$ cat config.mk
export PLATFORM = sky130hd
export DESIGN_NAME = i2c_engine_arb
export DESIGN_NICKNAME = d
export VERILOG_FILES = /design/src/rtl/i2c_engine_arb_pkg.sv /design/src/rtl/i2c_arb_owner.sv /design/src/rtl/i2c_arb_swjob.sv /design/src/rtl/i2c_engine_arb.sv
export SDC_FILE = /design/constraint.sdc
export NUM_CORES = 1
export LEC_CHECK = 0
export BUFFER_PORTS_ARGS = -buffer_cell sky130_fd_sc_hd__buf_2
export CORE_MARGIN = 4
export CORE_UTILIZATION = 43
export CTS_CLUSTER_DIAMETER = 80
export CTS_CLUSTER_SIZE = 40
export DETAILED_ROUTE_END_ITERATION = 8
export GPL_TIMING_DRIVEN = 0
export MAX_ROUTING_LAYER = met4
export PLACE_DENSITY = 0.76
export SYNTH_ARGS = -nofsm -noshare
export SYNTH_HDL_FRONTEND = slang
export SYNTH_SLANG_ARGS = --single-unit
$ cat constraint.sdc
create_clock -name clk -period 1.4 [get_ports clk]
set_clock_uncertainty 0.05 [all_clocks]
set_input_delay 0.14 -clock clk [delete_from_list [all_inputs] [get_ports clk]]
set_output_delay 0.14 -clock clk [all_outputs]
set_load 0.01 [all_outputs]
$ cat src/rtl/i2c_engine_arb_pkg.sv
package i2c_engine_arb_pkg;
  // Owner code doubles as the software-visible status value.
  typedef enum logic [1:0] {
    OWN_IDLE = 2'd0,
    OWN_SW   = 2'd1,
    OWN_HW   = 2'd2,
    OWN_MCU  = 2'd3
  } owner_e;
endpackage

$ cat src/rtl/i2c_arb_owner.sv
module i2c_arb_owner
  import i2c_engine_arb_pkg::*;
(
  input  logic   clk,
  input  logic   rst_n,
  input  logic   hw_req,
  input  logic   mcu_req,
  input  logic   sw_req,
  input  logic   sw_release,
  input  logic   mcu_only,
  input  logic   eng_done,
  output owner_e owner,
  output logic   preempt
);
  owner_e nxt;

  assign preempt = (owner == OWN_SW) && hw_req;

  always_comb begin
    nxt = owner;
    unique case (owner)
      OWN_IDLE: begin
        if (hw_req)                    nxt = OWN_HW;
        else if (mcu_req)              nxt = OWN_MCU;
        else if (sw_req && !mcu_only)  nxt = OWN_SW;
      end
      OWN_SW: begin
        if (hw_req)          nxt = OWN_HW;
        else if (sw_release) nxt = OWN_IDLE;
      end
      OWN_HW:  if (eng_done) nxt = OWN_IDLE;
      OWN_MCU: if (!mcu_req) nxt = OWN_IDLE;
      default: nxt = OWN_IDLE;
    endcase
  end

  always_ff @(posedge clk) begin
    if (!rst_n) owner <= OWN_IDLE;
    else        owner <= nxt;
  end
endmodule

$ cat src/rtl/i2c_arb_swjob.sv
module i2c_arb_swjob #(
  parameter int DESC_W = 8
) (
  input  logic              clk,
  input  logic              rst_n,
  input  logic              owned,
  input  logic              hw_owned,
  input  logic              go,
  input  logic [DESC_W-1:0] desc,
  input  logic              no_queue,
  input  logic              preempt,
  input  logic              done,
  input  logic              reset_ok,
  input  logic              release_i,
  output logic              launch,
  output logic [DESC_W-1:0] launch_desc,
  output logic              busy
);
  logic              pend;
  logic [DESC_W-1:0] saved;

  // A held job (restart or queued GO) wins over a fresh GO.
  assign launch_desc = pend ? saved : desc;
  assign launch = owned && !busy && (go || pend) && !preempt && !release_i && !reset_ok;

  always_ff @(posedge clk) begin
    if (!rst_n) begin
      busy  <= 1'b0;
      pend  <= 1'b0;
      saved <= '0;
    end else if (release_i || reset_ok) begin
      busy <= 1'b0;
      pend <= 1'b0;
    end else if (preempt) begin
      if (busy) begin
        pend <= 1'b1;
        busy <= 1'b0;
      end
    end else if (launch) begin
      busy  <= 1'b1;
      pend  <= 1'b0;
      saved <= launch_desc;
    end else if (owned && done) begin
      busy <= 1'b0;
    end else if (hw_owned && go && !no_queue && !pend) begin
      pend  <= 1'b1;
      saved <= desc;
    end
  end
endmodule

$ cat src/rtl/i2c_engine_arb.sv
module i2c_engine_arb
  import i2c_engine_arb_pkg::*;
#(
  parameter int DESC_W = 8
) (
  input  logic              clk,
  input  logic              rst_n,
  input  logic              sw_use_req,
  input  logic              sw_done_use,
  input  logic              sw_go,
  input  logic [DESC_W-1:0] sw_desc,
  input  logic              sw_status_reset,
  input  logic              no_queue_go,
  input  logic              mcu_only,
  input  logic              mcu_req,
  input  logic              hw_req,
  input  logic [DESC_W-1:0] hw_desc,
  input  logic              eng_done,
  output logic              gnt_sw,
  output logic              gnt_hw,
  output logic              gnt_mcu,
  output logic [1:0]        sw_status,
  output logic              eng_start,
  output logic [DESC_W-1:0] eng_desc,
  output logic              eng_abort
);
  owner_e            owner;
  logic              preempt;
  logic              sw_release;
  logic              reset_ok;
  logic              sw_launch;
  logic              sw_busy;
  logic [DESC_W-1:0] sw_ldesc;
  logic              hw_busy;
  logic              hw_launch;

  assign sw_release = sw_done_use && !sw_use_req;
  assign reset_ok   = sw_status_reset && (owner == OWN_SW);

  i2c_arb_owner u_owner (
    .clk        (clk),
    .rst_n      (rst_n),
    .hw_req     (hw_req),
    .mcu_req    (mcu_req),
    .sw_req     (sw_use_req),
    .sw_release (sw_release),
    .mcu_only   (mcu_only),
    .eng_done   (eng_done),
    .owner      (owner),
    .preempt    (preempt)
  );

  i2c_arb_swjob #(.DESC_W(DESC_W)) u_swjob (
    .clk         (clk),
    .rst_n       (rst_n),
    .owned       (owner == OWN_SW),
    .hw_owned    (owner == OWN_HW),
    .go          (sw_go),
    .desc        (sw_desc),
    .no_queue    (no_queue_go),
    .preempt     (preempt),
    .done        (eng_done),
    .reset_ok    (reset_ok),
    .release_i   (sw_release),
    .launch      (sw_launch),
    .launch_desc (sw_ldesc),
    .busy        (sw_busy)
  );

  assign hw_launch = (owner == OWN_HW) && !hw_busy && !eng_done;

  always_ff @(posedge clk) begin
    if (!rst_n) begin
      hw_busy   <= 1'b0;
      eng_start <= 1'b0;
      eng_desc  <= '0;
      eng_abort <= 1'b0;
    end else begin
      if (owner != OWN_HW || eng_done) hw_busy <= 1'b0;
      else if (hw_launch)              hw_busy <= 1'b1;
      eng_start <= hw_launch || sw_launch;
      if (hw_launch)      eng_desc <= hw_desc;
      else if (sw_launch) eng_desc <= sw_ldesc;
      eng_abort <= (preempt || reset_ok) && sw_busy;
    end
  end

  assign gnt_sw    = (owner == OWN_SW);
  assign gnt_hw    = (owner == OWN_HW);
  assign gnt_mcu   = (owner == OWN_MCU);
  assign sw_status = owner;
endmodule

Yosys cells after proc, flatten, opt, wreduce, memory -nomap -nowiden
Cells that the tools add are included.
- eq/ne operators: 11
- multiplexer cells: 21
- bitwise gates (word level): 3
- reduce and logical (&&, ||, !) cells: 42
- operators by type and width (operator ; number):
    $mux W8 ; 6
    $logic_and A1 B1 Y1 ; 16
    $mux W2 ; 7
    $logic_not A1 Y1 ; 10
    $ne A2 B2 Y1 const B ; 4
    $pmux W2 S4 ; 1
    $reduce_and A4 Y1 ; 2
    $mux W1 ; 7
    $ne A3 B3 Y1 const B ; 2
    $reduce_bool A2 Y1 ; 3
    $logic_or A1 B1 Y1 ; 5
    $eq A2 B2 Y1 const B ; 2
    $ne A4 B3 Y1 const B ; 1
    $reduce_or A2 Y1 ; 2
    $not A1 Y1 ; 3
    $reduce_and A3 Y1 ; 1
    $reduce_bool A3 Y1 ; 1
    $reduce_or A3 Y1 ; 1
    $eq A2 B1 Y1 const B ; 1
    $logic_not A2 Y1 ; 1
    $ne A2 B1 Y1 const B ; 1
- bits in registers: 23
- input bits: 27
- logic and storage cells: 85

Logic depth before layout (Yosys ltp)
- depth after elaboration: 8
- depth in mapped cells: 7

Cells and area by module
From an unflattened synthesis, not the netlist that was laid out.
- cells, all modules: 131
- area total of the unflattened synthesis: 1273.7 µm²
- modules (own cells, without submodules) (module ; instances ; cells each ; area an instance (µm²) ; sequential area each (µm²)):
    i2c_arb_swjob ; 1 ; 68 ; 633.1 ; 200.2
    i2c_engine_arb ; 1 ; 49 ; 516.7 ; 220.2
    i2c_arb_owner ; 1 ; 14 ; 123.9 ; 40.0

Least setup slack after synthesis
No wires, ideal clock.
- path kind: register to register
- start point: register u_owner.owner[1]
- end point: register u_swjob.saved[0]
- library setup time: 72 ps
- arrival: 1511 ps
- required time: 1278 ps
- path slack: -232 ps
- stages on the path, launching flop included: 6
- path buffers: 1
- clock period less this slack: 1632 ps
- path through: dfxtp_1 > buf_4 > nor2b_4 > nand3b_4 > a211oi_4 > mux2i_1
- elaborated cells between the ends (all ways): 22
- classes of those cells: eq/ne: 3; mux: 1; bitwise: 2; reduce/logical: 16
- RTL lines (item ; line ; text):
    start, declared ; i2c_arb_owner.sv:12 ; output owner_e owner,
    start signal, assigned ; i2c_arb_owner.sv:39 ; else owner <= nxt;
    $eq A2 B2 Y1 ; -- ;
    net gnt_hw ; i2c_engine_arb.sv:20 ; output logic gnt_hw,
    $logic_and A1 B1 Y1 (3 in a row) ; i2c_arb_swjob.sv:45 ; end else if (hw_owned && go && !no_queue && !pend) begin
    $reduce_bool A2 Y1 (no source line) ; -- ;
    $reduce_and A4 Y1 (no source line) ; -- ;
    end signal, assigned ; i2c_arb_swjob.sv:42 ; saved <= launch_desc;
    end signal, assigned ; i2c_arb_swjob.sv:47 ; saved <= desc;
    end, declared ; i2c_arb_swjob.sv:20 ; logic [DESC_W-1:0] saved;
The timed path passes the listed nets, and every way through them passes these cells.
A chain may end at the register's enable or synchronous reset.

Final worst setup path
- start point: register u_swjob.pend
- end point: register eng_desc[6]
- cells in the longest elaborated chain, start to end: 6
- elaborated cells between the ends (all ways): 9
- classes of those cells: mux: 3; reduce/logical: 6
- RTL lines (item ; line ; text):
    start, declared ; i2c_arb_swjob.sv:19 ; logic pend;
    start signal, assigned ; i2c_arb_swjob.sv:29 ; pend <= 1'b0;
    start signal, assigned ; i2c_arb_swjob.sv:33 ; pend <= 1'b0;
    start signal, assigned ; i2c_arb_swjob.sv:36 ; pend <= 1'b1;
    $logic_or A1 B1 Y1 ; i2c_arb_swjob.sv:24 ; assign launch = owned && !busy && (go || pend) && !preempt && !release_i && !reset_ok;
    $logic_and A1 B1 Y1 (4 in a row) ; i2c_arb_swjob.sv:24 ;
    $reduce_bool A2 Y1 (no source line) ; -- ;
    end signal, assigned ; i2c_engine_arb.sv:82 ; if (hw_launch) eng_desc <= hw_desc;
    end signal, assigned ; i2c_engine_arb.sv:83 ; else if (sw_launch) eng_desc <= sw_ldesc;
    end, declared ; i2c_engine_arb.sv:24 ; output logic [DESC_W-1:0] eng_desc,
Parallel ways exist; a longest one is shown, timed or not. The select of a mux whose other input is x is not followed.

==> impl_metrics.toml <==
[placed_design]
dp_worst_setup_slack_ns = -0.309
dpl.hpwl_um = 2240
io_buffers = 41
gp_congestion = 0.864

[worst_setup_path]
critical_path_fanouts_max = 8
worstPathArrival_ns = 1.63
r2r_slack_ns = -0.04
critical_path.reg2reg.endpoint = "eng_desc[6]$_SDFFE_PN0P_"
worstSetupPathType = "reg2reg"
required_ns = 1.59
timing.critical_path.to_type = "register"
worst_setup_path_startpoint = "u_swjob.pend$_SDFFE_PP0P_"
start_kind = "register"
worst_r2r_path_depth = 4
crit_path_capture = "eng_desc[6]$_SDFFE_PN0P_"
reg2reg_from = "u_swjob.pend$_SDFFE_PP0P_"

[clocking]
cts.reportedPaths.clkPinSlew_ns = 0.14
cts.path.max_buffers = 2
cts_num_sinks = 23
cts_tree = "done"
clock_tree.htree_level_count = 1
cts_buffers = 3
clk_latency_ns = 0.31
ctsRootBufferMaster = "sky130_fd_sc_hd__clkbuf_4"

[grt]
first_pass_grt_wire_length_um = 5210
globalRoute.totalOverflow = 0
number_of_antenna_violations_at_the_first_check_in_global_routing = 0
via_count_of_the_first_global_routing_pass = 1150
grt_start_max_net_pins = 14
grt_util_all_layers_pct = 19.7

[logic_synthesis]
postSynthRegisterBits = 23
post_synth_inst_count = 129
synthesis.yosys.warnings = 0
yosys.area.top_type = "sky130_fd_sc_hd__dfxtp_1"
synthArstFlopShare_pct = 0
synth_enable_flop_cells = 0
largest_cells_by_area_after_synthesis = "sky130_fd_sc_hd__dfxtp_1 40%, sky130_fd_sc_hd__mux2i_1 15%, sky130_fd_sc_hd__nand2_1 9.5%"
yosys_most_used_dff = "sky130_fd_sc_hd__dfxtp_1"
avgSynthCellArea_um2 = 8.91
yosysSeqAreaShare_pct = 40.0
synthMostInstantiatedCell = "sky130_fd_sc_hd__nand2_1"
synthesis.nets = 156
leading_post_synthesis_cells_by_instance_count = "29 x sky130_fd_sc_hd__nand2_1, 23 x sky130_fd_sc_hd__dfxtp_1, 17 x sky130_fd_sc_hd__mux2i_1"
synthDistinctLibCells = 33
synth_top_cell_area_share_pct = 40.0
netlist_area_mm2 = 0.00115

[pwr]
peakVddDrop_mv = 0.701
leakagePower_nw = 0.737
power_density_over_the_cells_mw_per_mm2 = 824

[floorplan]
die_width_um = 59.7
io-pin-count = 42
placementRows = 18
start_util_pct = 45.6
dieHeight_um = 59.7
core_ar_mm2 = 0.00252
die_area_mm2 = 0.00357

[timing]
max_freq_ghz = 0.693
finalMaxSlewViolations = 0
finalWorstPathRequiredPeriod_ns = 1.44
postLayoutSetupSlackWorst_ns = -0.0437
timing.hold.ws_ns = 0.0151
fin_crit_sh_pct = 103
setup_violations = 2
worst-slew-pin-transition_ns = 0.475
rsz0062_at_grt = "true"
max_slew_margin_pct = 68.4
final_hold_viol_count = 0

[drt]
route.vias.total = 1166
antenna_violating_nets_remaining = 0
vias_per_cell = 5.28
dr.pass1.iters = 4
post_drt_wl_per_cell_um = 14.7
route.detailed.drc = 0
drt_first_iter_violations = 49
route.final.wire_length_um = 3240

[final_layout]
drive_above_1_share_pct = 41.9
area_growth_syn_to_layout_pct = 47.0
num_antenna_cells = 0
fin_nets = 219
fill_cells = 209

[hold_path]
timing.hold.worst.class = "in2reg"

[outcome]
failed_checks = "negative setup slack"
result_of_the_run = "complete, but fails checks"

[job]
cap_viol_max_count = 0
[how the worst min path moves through the flow]
stage / from / end / slack [ns] / cells after the start
2_1_floorplan: eng_done / hw_busy$_SDFFE_PP0P_ / 0.16 / 1
3_3_place_gp: hw_desc[3] / eng_desc[3]$_SDFFE_PN0P_ / 0.30 / 3
3_5_place_dp: hw_desc[7] / eng_desc[7]$_SDFFE_PN0P_ / 0.30 / 3
4_1_cts: eng_done / hw_busy$_SDFFE_PP0P_ / 0.003 / 2
5_1_grt: sw_desc[0] / u_swjob.saved[0]$_SDFFE_PN0P_ / 0.005 / 3
6_report: sw_desc[0] / u_swjob.saved[0]$_SDFFE_PN0P_ / 0.02 / 3
[registers in the layout (all words and copies together), names as in the netlist]
register,count
eng_start,1
u_owner.owner,2
hw_busy,1
u_swjob.pend,1
u_swjob.saved,8
eng_desc,8
eng_abort,1
u_swjob.busy,1
[cell families after synthesis]
logic type | synth area share, %
AND/OR/NAND/NOR | 22.5
AO/OA/AOI/OAI | 14.9
multiplexers | 15.8
buffers and inverters | 6.75
flip-flops | 40.0
[critical path, stage by stage, from the launching register on]
cell and delay (ns):
sky130_fd_sc_hd__dfxtp_1 0.40, sky130_fd_sc_hd__o21ba_4 0.21, sky130_fd_sc_hd__nand2_8 0.06, sky130_fd_sc_hd__or3_4 0.45, sky130_fd_sc_hd__o221ai_2 0.20
[power breakdown]
| part | internal, mW | switching [mW] |
|---|---|---|
| logic | 0.177 | 0.180 |
| registers | 0.690 | 0.0251 |
| clock network | 0.107 | 0.213 |
[cell usage in the layout, fill, tap and decap left out, types with 3 or more instances in the layout]
cell,instances
sky130_fd_sc_hd__clkbuf_4,4
sky130_fd_sc_hd__dlygate4sd3_1,9
sky130_fd_sc_hd__nand2_1,29
sky130_fd_sc_hd__dfxtp_1,20
sky130_fd_sc_hd__o221ai_2,8
sky130_fd_sc_hd__buf_6,3
sky130_fd_sc_hd__buf_2,40
sky130_fd_sc_hd__o21ai_0,3
sky130_fd_sc_hd__nor2_1,5
sky130_fd_sc_hd__inv_1,12
sky130_fd_sc_hd__buf_4,8
sky130_fd_sc_hd__mux2i_1,17
[stage by stage]
stage / cells / area, um2 / TNS, ns / power (mW) / util [%]
3_5_place_dp: 200 / 1450 / -4.45 / 1.02 / 57.4
3_3_place_gp: 200 / 1450 / -3.52 / 1.01 / 57.4
2_1_floorplan: 129 / 1210 / -1.73 / 0.912 / -
5_1_grt: 221 / 1690 / -1.16 / 1.45 / 67.0
4_1_cts: 218 / 1640 / -0.224 / 1.38 / 65.1
6_report: 221 / 1690 / -0.0523 / 1.39 / 67.0
[metal layers]
layer / up-vias / global-route usage (%) / wire, um
met5: - / - / 0
met4: 0 / 5.06 / 21
met3: 4 / 3.24 / 146
met2: 26 / 35.8 / 1720
met1: 566 / 22.1 / 1360
li1: 570 / - / -
[final cells by class]
class	count	area, um2	share of cell area (%)
inverter	13	53.8	3.18
timing repair buffer	60	384	22.7
buffer	3	15.0	0.888
clock buffer	3	22.5	1.33
clock inverter	1	5.00	0.296
multi-input combinational	88	703	41.6
sequential	23	469	27.8
tap	30	37.5	2.22
[repair_timing]
action | CTS | global route
pin swaps | 3 | 2
gates resized for setup | 13 | 3
hold buffers | 8 | 1
endpoints found under the setup margin | 16 | 17
setup buffers | 8 | 2
cloned | 0 | 0
hold endpoints to repair | 8 | 1
Power figures use the tool's default switching activity.
